`src/rtl/tcs_pkg.sv`:
```
package tcs_pkg;

    localparam int DIV_W   = 10;
    localparam int N_TAPS  = 4;
    localparam int SEL_W   = 3;
    localparam int SYNC_N  = 2;

    typedef enum logic [SEL_W-1:0] {
        SRC_OFF      = 3'd0,
        SRC_SYS      = 3'd1,
        SRC_DIV8     = 3'd2,
        SRC_DIV64    = 3'd3,
        SRC_DIV256   = 3'd4,
        SRC_DIV1024  = 3'd5,
        SRC_PIN_FALL = 3'd6,
        SRC_PIN_RISE = 3'd7
    } src_sel_e;

    typedef enum logic {
        EXT_LOW  = 1'b0,
        EXT_HIGH = 1'b1
    } ext_state_e;

    // number of low divider bits that must be all ones for tap i
    function automatic int tap_width(input int i);
        int w;
        case (i)
            0:       w = 3;
            1:       w = 6;
            2:       w = 8;
            default: w = 10;
        endcase
        return w;
    endfunction

endpackage

```
`src/rtl/tcs_prescaler.sv`:
```
module tcs_prescaler #(
    parameter int DIV_W  = tcs_pkg::DIV_W,
    parameter int N_TAPS = tcs_pkg::N_TAPS
) (
    input  logic              clk,
    input  logic              rst_n,
    output logic [N_TAPS-1:0] tap_hit
);

    logic [DIV_W-1:0] div_q;

    always_ff @(posedge clk) begin
        if (!rst_n) begin
            div_q <= '0;
        end else begin
            div_q <= div_q + 1'b1;
        end
    end

    for (genvar i = 0; i < N_TAPS; i++) begin : g_tap
        localparam int TW = tcs_pkg::tap_width(i);
        assign tap_hit[i] = &div_q[TW-1:0];
    end

endmodule

```
`src/rtl/tcs_pin_edge.sv`:
```
module tcs_pin_edge #(
    parameter int SYNC_N = tcs_pkg::SYNC_N
) (
    input  logic clk,
    input  logic rst_n,
    input  logic pin,
    output logic rise_p,
    output logic fall_p
);
    import tcs_pkg::*;

    logic [SYNC_N-1:0] sync_q;
    logic              pin_lvl;
    ext_state_e        state_q;
    ext_state_e        state_d;

    always_ff @(posedge clk) begin
        if (!rst_n) begin
            sync_q <= '0;
        end else begin
            sync_q <= {sync_q[SYNC_N-2:0], pin};
        end
    end

    assign pin_lvl = sync_q[SYNC_N-1];

    // state register
    always_ff @(posedge clk) begin
        if (!rst_n) begin
            state_q <= EXT_LOW;
        end else begin
            state_q <= state_d;
        end
    end

    // next state
    always_comb begin
        state_d = state_q;
        unique case (state_q)
            EXT_LOW:  if (pin_lvl)  state_d = EXT_HIGH;
            EXT_HIGH: if (!pin_lvl) state_d = EXT_LOW;
        endcase
    end

    // outputs: one pulse per transition
    always_comb begin
        rise_p = 1'b0;
        fall_p = 1'b0;
        unique case (state_q)
            EXT_LOW:  rise_p = pin_lvl;
            EXT_HIGH: fall_p = !pin_lvl;
        endcase
    end

endmodule

```
`src/rtl/tcs_enable_mux.sv`:
```
module tcs_enable_mux #(
    parameter int N_TAPS = tcs_pkg::N_TAPS
) (
    input  logic              clk,
    input  logic              rst_n,
    input  tcs_pkg::src_sel_e sel,
    input  logic [N_TAPS-1:0] tap_hit,
    input  logic              rise_p,
    input  logic              fall_p,
    output logic              cnt_en
);
    import tcs_pkg::*;

    logic en_d;

    always_comb begin
        en_d = 1'b0;
        unique case (sel)
            SRC_OFF:      en_d = 1'b0;
            SRC_SYS:      en_d = 1'b1;
            SRC_DIV8:     en_d = tap_hit[0];
            SRC_DIV64:    en_d = tap_hit[1];
            SRC_DIV256:   en_d = tap_hit[2];
            SRC_DIV1024:  en_d = tap_hit[3];
            SRC_PIN_FALL: en_d = fall_p;
            SRC_PIN_RISE: en_d = rise_p;
        endcase
    end

    always_ff @(posedge clk) begin
        if (!rst_n) begin
            cnt_en <= 1'b0;
        end else begin
            cnt_en <= en_d;
        end
    end

endmodule

```
`src/rtl/timer_clk_select.sv`:
```
module timer_clk_select #(
    parameter int DIV_W  = tcs_pkg::DIV_W,
    parameter int N_TAPS = tcs_pkg::N_TAPS,
    parameter int SYNC_N = tcs_pkg::SYNC_N
) (
    input  logic       clk,
    input  logic       rst_n,
    input  logic       sel_wr,
    input  logic [2:0] sel_wdata,
    input  logic       ext_pin,
    output logic [2:0] sel_q,
    output logic       cnt_en,
    output logic       stopped
);
    import tcs_pkg::*;

    src_sel_e          sel_r;
    logic [N_TAPS-1:0] tap_hit;
    logic              rise_p;
    logic              fall_p;

    always_ff @(posedge clk) begin
        if (!rst_n) begin
            sel_r <= SRC_OFF;
        end else if (sel_wr) begin
            sel_r <= src_sel_e'(sel_wdata);
        end
    end

    assign sel_q   = sel_r;
    assign stopped = (sel_r == SRC_OFF);

    tcs_prescaler #(.DIV_W(DIV_W), .N_TAPS(N_TAPS)) u_presc (
        .clk     (clk),
        .rst_n   (rst_n),
        .tap_hit (tap_hit)
    );

    tcs_pin_edge #(.SYNC_N(SYNC_N)) u_edge (
        .clk    (clk),
        .rst_n  (rst_n),
        .pin    (ext_pin),
        .rise_p (rise_p),
        .fall_p (fall_p)
    );

    tcs_enable_mux #(.N_TAPS(N_TAPS)) u_mux (
        .clk     (clk),
        .rst_n   (rst_n),
        .sel     (sel_r),
        .tap_hit (tap_hit),
        .rise_p  (rise_p),
        .fall_p  (fall_p),
        .cnt_en  (cnt_en)
    );

endmodule

```
`config.mk`:
```
export PLATFORM = sky130hd
export DESIGN_NAME = timer_clk_select
export DESIGN_NICKNAME = d
export VERILOG_FILES = /design/src/rtl/tcs_pkg.sv /design/src/rtl/tcs_prescaler.sv /design/src/rtl/tcs_pin_edge.sv /design/src/rtl/tcs_enable_mux.sv /design/src/rtl/timer_clk_select.sv
export SDC_FILE = /design/constraint.sdc
export NUM_CORES = 1
export LEC_CHECK = 0
export BUFFER_PORTS_ARGS = -buffer_cell sky130_fd_sc_hd__buf_2
export CAP_MARGIN = 20
export CORE_MARGIN = 2
export CORE_UTILIZATION = 51
export DETAILED_ROUTE_END_ITERATION = 12
export GPL_ROUTABILITY_DRIVEN = 0
export PLACE_DENSITY_LB_ADDON = 0.12
export SLEW_MARGIN = 20
export SYNTH_ARGS = -nofsm -noshare
export SYNTH_HDL_FRONTEND = slang
export SYNTH_SLANG_ARGS = --single-unit
```
`constraint.sdc`:
```
create_clock -name clk -period 1.66 [get_ports clk]
set_input_delay 0.166 -clock clk [delete_from_list [all_inputs] [get_ports clk]]
set_output_delay 0.166 -clock clk [all_outputs]
set_load 0.01 [all_outputs]
```
**After elaboration in Yosys (flattened, before gate mapping)**

Index checks and enable logic that the tools add are counted.
W data, S select, Z words.

- Order comparisons: 0
- Add/subtract/negate cells: 1
- Divide/modulo/power cells: 0
- Equality and inequality tests: 7
- Muxes and demuxes: 4
- Reduce and logical (&&, ||, !) cells: 6
- Shift operators: 0
- Bitwise operators: 0
- Multipliers: 0

Operator list:

| cell | count |
|---|---|
| $eq A3 B3 Y1 const B | 4 |
| $add A10 B1 Y10 const B | 1 |
| $reduce_and A10 Y1 | 1 |
| $pmux W1 S8 | 1 |
| $reduce_and A8 Y1 | 1 |
| $eq A3 B2 Y1 const B | 2 |
| $reduce_and A6 Y1 | 1 |
| $eq A3 B1 Y1 const B | 1 |
| $logic_not A3 Y1 | 1 |
| $mux W1 | 3 |
| $reduce_and A3 Y1 | 1 |
| $logic_not A1 Y1 | 1 |

- Flip-flop bits (word level): 17
- Bits in latches: 0
- Bits in read-only memories: 0
- Input bits: 7
- Output and inout bits: 5
- Memories kept: 0
- Logic and storage cells: 23
- RAM bits: 0

**Logic depth before layout (Yosys ltp)**

- Depth in word-level cells: 3
- Mapped depth: 5
- Mapped depth without buffers: 5

**By module**

Synthesis repeated with hierarchy kept, for this count alone.

- Cell total of the unflattened synthesis: 75
- Area total of the unflattened synthesis: 735.7 um^2

Modules (own cells, without submodules):

| module | cells an instance | area an instance (um^2) | times used | sequential area each (um^2) |
|---|---|---|---|---|
| tcs_prescaler | 47 | 441.7 | 1 | 200.2 |
| timer_clk_select | 10 | 113.9 | 1 | 60.1 |
| tcs_pin_edge | 8 | 91.3 | 1 | 60.1 |
| tcs_enable_mux | 10 | 88.8 | 1 | 20.0 |

**Least setup slack after synthesis**

No wires, ideal clock.

- Path kind: register -> register
- From: register u_presc.div_q[0]
- To: register u_mux.cnt_en
- Period minus slack after synthesis: 1.288 ns
- Buffers on the path: 0
- Arrival time: 1.197 ns
- Setup time: 0.091 ns
- Stages on the path, launching flop included: 5
- Data required time: 1.569 ns
- Setup slack: 0.372 ns
- Cells stage by stage: dfxtp_1 > ha_1 > nand4_1 > a221o_1 > a311oi_1

- Cells in the longest elaborated chain, start to end: 2
- Elaborated cells on any way between the ends: 5
- Classes of those cells: mux (1); reduce/logical (4)

RTL lines:

| element | line | source |
|---|---|---|
| start, declared | tcs_prescaler.sv:10 | `logic [DIV_W-1:0] div_q;` |
| start signal, assigned | tcs_prescaler.sv:16 | `div_q <= div_q + 1'b1;` |
| $reduce_and A10 Y1 (tied with other cells) | tcs_prescaler.sv:22 | `assign tap_hit[i] = &div_q[TW-1:0];` |
| $pmux W1 S8 (*) | tcs_enable_mux.sv:18 | `unique case (sel)` |
| end signal, assigned | tcs_enable_mux.sv:34 | `cnt_en <= en_d;` |
| end, declared | tcs_enable_mux.sv:10 | `output logic cnt_en` |

Mark *: on every way between the ends. The rest lies on a longest branch, timed or not.
A chain may end at the register's enable or synchronous reset.

**Final worst setup path**

Same ends and word-level chain as after synthesis.

==> impl_table.tex <==
\begin{tabular}{lr}
\hline
Metric & Value \\
\hline
\multicolumn{2}{l}{\textbf{Floorplan}} \\
Rows & 13 \\
Number of I/O pins & 12 \\
Die Ht & 41.3 um \\
Area of the placeable core & 1300 um2 \\
Area of the die & 1700 um2 \\
Initial Utilization & 54.4\% \\
X dimension of the die & 41.3 um \\
\multicolumn{2}{l}{\textbf{Global route}} \\
Antenna violations before repair & 0 \\
Maximum number of pins on one net before global-route repair & 13 \\
Global-route wire length before repair & 1.86 mm \\
Vias in the first global route & 443 \\
Global router's overall resource usage & 18.1\% \\
Global-route met2 utilization & 25.8\% \\
Met1 Track Usage GR & 21.5\% \\
Global route hottest layer & met2 \\
Leftover overflow at the end of global routing & 0 \\
Met3 track demand over resource & 8.15\% \\
\multicolumn{2}{l}{\textbf{Timing}} \\
Worst Tran Pin Value & 376 ps \\
Summed negative setup slack over all endpoints & 0 ps \\
Crit share post-route & 85.3\% \\
Period minus WS final & 1420 ps \\
RSZ-0062 raised after global routing & false \\
Slew Limit Fails & 0 \\
Final count of negative-setup-slack endpoints & 0 \\
Max Clock Freq & 706 MHz \\
Worst slew margin relative to its limit & 74.9\% \\
Worst hold slack after final layout & 74.8 ps \\
Maximum clock skew at final layout & 2.19 ps \\
Final Hold Viols & 0 \\
\multicolumn{2}{l}{\textbf{Clocking}} \\
Root cell of the clock tree & sky130\_fd\_sc\_hd\_\_clkbuf\_4 \\
Clock sink count & 17 \\
Setup repair bufs after CTS & 0 \\
H-Tree Level Count & 1 \\
Number of clock buffers inserted by TritonCTS & 3 \\
Clock latency reported for the late side of the worst-skew pair & 290 ps \\
Clk buf depth & 2 \\
Quantity of gates resized following cts & 0 \\
CTS tree & built \\
Hold buffers post-CTS & 0 \\
Clock transition at path regs & 90 ps \\
\multicolumn{2}{l}{\textbf{Setup path}} \\
Startpoint kind of the worst setup timing path & flop \\
Type of destination of the critical path & flop \\
Critical Path, Cell by Cell & ha\_1 > nand4\_1 > a221o\_1 > a311oi\_1 \\
Data required time at the worst endpoint & 1870 ps \\
Type of the setup path with the least slack & reg2reg \\
Highest net fanout along the worst path & 5 \\
Slowest stage cell on the critical path & sky130\_fd\_sc\_hd\_\_dfxtp\_1 \\
Arrival time at the worst endpoint & 1620 ps \\
Biggest cell delay along the critical path & 400 ps \\
\multicolumn{2}{l}{\textbf{Power}} \\
Final total power & 0.000707 W \\
Reported leakage power & 0.336 nW \\
Power per standard cell area & 878 nW/um2 \\
Peak supply drop & 545 uV \\
\multicolumn{2}{l}{\textbf{Run}} \\
Maximum Capacitance Violations & 0 \\
\multicolumn{2}{l}{\textbf{Layout}} \\
Net count, final & 98 \\
Share of layout cells above drive strength 1 & 19.3\% \\
Area overhead of the layout relative to synthesis & 13.8\% \\
Share of the core filled with cells in the final layout & 61.9\% \\
\# diodes & 0 \\
Fillers & 120 \\
\multicolumn{2}{l}{\textbf{Synth}} \\
Area fraction of the dominant cell type after synthesis & 48.1\% \\
Sequential cell area fraction in the yosys report & 48.1\% \\
Netlist cell types & 27 \\
Number of instances in the synthesized netlist & 74 \\
Top post-synthesis cells by area & sky130\_fd\_sc\_hd\_\_dfxtp\_1 48\%, sky130\_fd\_sc\_hd\_\_and2\_1 5.3\%, sky130\_fd\_sc\_hd\_\_a21oi\_1 4.2\% \\
Netlist area before placement & 708 um2 \\
Per-instance average area after synthesis & 9.57 um2 \\
Flops \& latches, synth & 17 \\
Synth warnings & 0 \\
Synthesized netlist net count & 83 \\
Cell accounting for the most synthesized area & sky130\_fd\_sc\_hd\_\_dfxtp\_1 \\
\multicolumn{2}{l}{\textbf{Routing}} \\
Number of search-and-repair iterations in the first detailed-routing pass & 4 \\
Routed wirelength normalized by instance count & 12.1 um \\
Total wire length & 1.24 mm \\
Via count & 597 \\
DRC violation count after routing & 0 \\
Antenna violation net count after detailed routing & 0 \\
Iteration-0 DRC Markers & 16 \\
Average via count per standard cell & 5.80 \\
\multicolumn{2}{l}{\textbf{Status}} \\
Outcome & finished, final reports clean \\
\multicolumn{2}{l}{\textbf{Min path}} \\
Class of the worst hold path & in2reg \\
\multicolumn{2}{l}{\textbf{Placed design}} \\
Post-detail-place hpwl & 906 um \\
IO buf count & 11 \\
\hline
\end{tabular}
-- metal layers --
| metal | vias up | wire (um) |
|---|---|---|
| met5 | - | 0 |
| met4 | 0 | 25 |
| met3 | 4 | 71 |
| met2 | 18 | 558 |
| met1 | 275 | 586 |
| li1 | 300 | - |
-- cell families (layout without fill, tap and decap cells) --
family                     count (synthesis)  after routing  share of synthesized area [%]
DFF                                       17             17                           48.1
muxes                                      3              3                           4.24
adders and majority gates                  2              2                           3.53
AOI/OAI and AO/OA                         16             16                           14.0
and+or+nand+nor                           30             30                           25.6
buffers and inverters                      4             18                           2.12
xor gates and xnor gates                   2              2                           2.47
-- metrics by stage --
stage	area (um2)	setup WS [ps]	instances
after floorplan	708	372	74
after global placement	778	308	99
after detailed placement	778	250	99
after CTS	806	233	103
after global routing	806	122	103
final	806	244	103
-- area by class of cell --
cell class              count  area (um2)  share of cell area (%)
clock buffers               3        22.5                    2.80
clock inverters             1        5.00                   0.621
inverters                   3        11.3                    1.40
multi-input cells          53         353                    43.8
flip-flops and latches     17         340                    42.2
well taps                  15        18.8                    2.33
repair buffers             11        55.1                    6.83
-- worst max-delay path: cells and delay by family (launching register included) --
| kind | cells | cell delay (ps) |
|---|---|---|
| compound gates | 2 | 550 |
| fa+ha+maj | 1 | 210 |
| flops | 1 | 400 |
| simple gates | 1 | 170 |
-- Yosys cell counts --
| library cell | n |
|---|---|
| sky130_fd_sc_hd__a21o_1 | 2 |
| sky130_fd_sc_hd__a21oi_1 | 6 |
| sky130_fd_sc_hd__a221o_1 | 1 |
| sky130_fd_sc_hd__a311oi_1 | 1 |
| sky130_fd_sc_hd__and2_1 | 6 |
| sky130_fd_sc_hd__and4b_1 | 1 |
| sky130_fd_sc_hd__clkbuf_1 | 1 |
| sky130_fd_sc_hd__dfxtp_1 | 17 |
| sky130_fd_sc_hd__ha_1 | 2 |
| sky130_fd_sc_hd__inv_1 | 3 |
| sky130_fd_sc_hd__mux2i_1 | 3 |
| sky130_fd_sc_hd__nand2_1 | 2 |
| sky130_fd_sc_hd__nand3_1 | 3 |
| sky130_fd_sc_hd__nand3b_1 | 1 |
| sky130_fd_sc_hd__nand4_1 | 2 |
| sky130_fd_sc_hd__nand4_2 | 1 |
| sky130_fd_sc_hd__nand4b_1 | 1 |
| sky130_fd_sc_hd__nor2_1 | 6 |
| sky130_fd_sc_hd__nor3_1 | 1 |
| sky130_fd_sc_hd__nor3b_1 | 1 |
| sky130_fd_sc_hd__o21ai_0 | 4 |
| sky130_fd_sc_hd__o31ai_1 | 2 |
| sky130_fd_sc_hd__or3_1 | 2 |
| sky130_fd_sc_hd__or3_2 | 1 |
| sky130_fd_sc_hd__or4_1 | 2 |
| sky130_fd_sc_hd__xnor2_1 | 1 |
| sky130_fd_sc_hd__xor2_1 | 1 |
-- registers in the layout, summed over array words and instances (netlist names) --
name and flops:
u_presc.div_q 10, sel_q 3, u_edge.sync_q 2, u_edge.state_q 1
u_mux.cnt_en 1
-- power breakdown --
| part | switching, W | internal, W | leakage (nW) |
|---|---|---|---|
| clock network | 0.000127 | 0.0000897 | 0.0177 |
| logic | 0.0000251 | 0.0000264 | 0.180 |
| registers | 0.0000166 | 0.000423 | 0.139 |
| total | 0.000168 | 0.000539 | 0.336 |
-- cell usage in the layout, fill, tap and decap left out --
cell type,n
sky130_fd_sc_hd__nand4_2,1
sky130_fd_sc_hd__ha_1,2
sky130_fd_sc_hd__mux2i_1,3
sky130_fd_sc_hd__nor3b_1,1
sky130_fd_sc_hd__nor3_1,1
sky130_fd_sc_hd__xnor2_1,1
sky130_fd_sc_hd__nand2_1,2
sky130_fd_sc_hd__buf_2,11
sky130_fd_sc_hd__and4b_1,1
sky130_fd_sc_hd__or4_1,2
sky130_fd_sc_hd__clkbuf_4,3
sky130_fd_sc_hd__a21o_1,2
sky130_fd_sc_hd__a311oi_1,1
sky130_fd_sc_hd__clkinv_2,1
sky130_fd_sc_hd__and2_1,6
sky130_fd_sc_hd__nand4b_1,1
sky130_fd_sc_hd__xor2_1,1
sky130_fd_sc_hd__nand4_1,2
sky130_fd_sc_hd__a21oi_1,6
sky130_fd_sc_hd__or3_1,2
sky130_fd_sc_hd__nor2_1,6
sky130_fd_sc_hd__dfxtp_1,17
sky130_fd_sc_hd__or3_2,1
sky130_fd_sc_hd__nand3b_1,1
sky130_fd_sc_hd__a221o_1,1
sky130_fd_sc_hd__nand3_1,3
sky130_fd_sc_hd__inv_1,3
sky130_fd_sc_hd__o31ai_1,2
sky130_fd_sc_hd__o21ai_0,4
-- path summary, 6_finish.rpt --
path,start,end,slack (ps),cells past startpoint
max,u_presc.div_q[0]$_SDFF_PN0_,u_mux.cnt_en$_SDFF_PN0_,240,4
min reg2reg,u_edge.sync_q[0]$_SDFF_PN0_,u_edge.sync_q[1]$_SDFF_PN0_,450,1
max reg2reg,u_presc.div_q[0]$_SDFF_PN0_,u_mux.cnt_en$_SDFF_PN0_,240,4
min,ext_pin,u_edge.sync_q[0]$_SDFF_PN0_,70,2
Note: power is estimated with default switching activity, not from simulation.
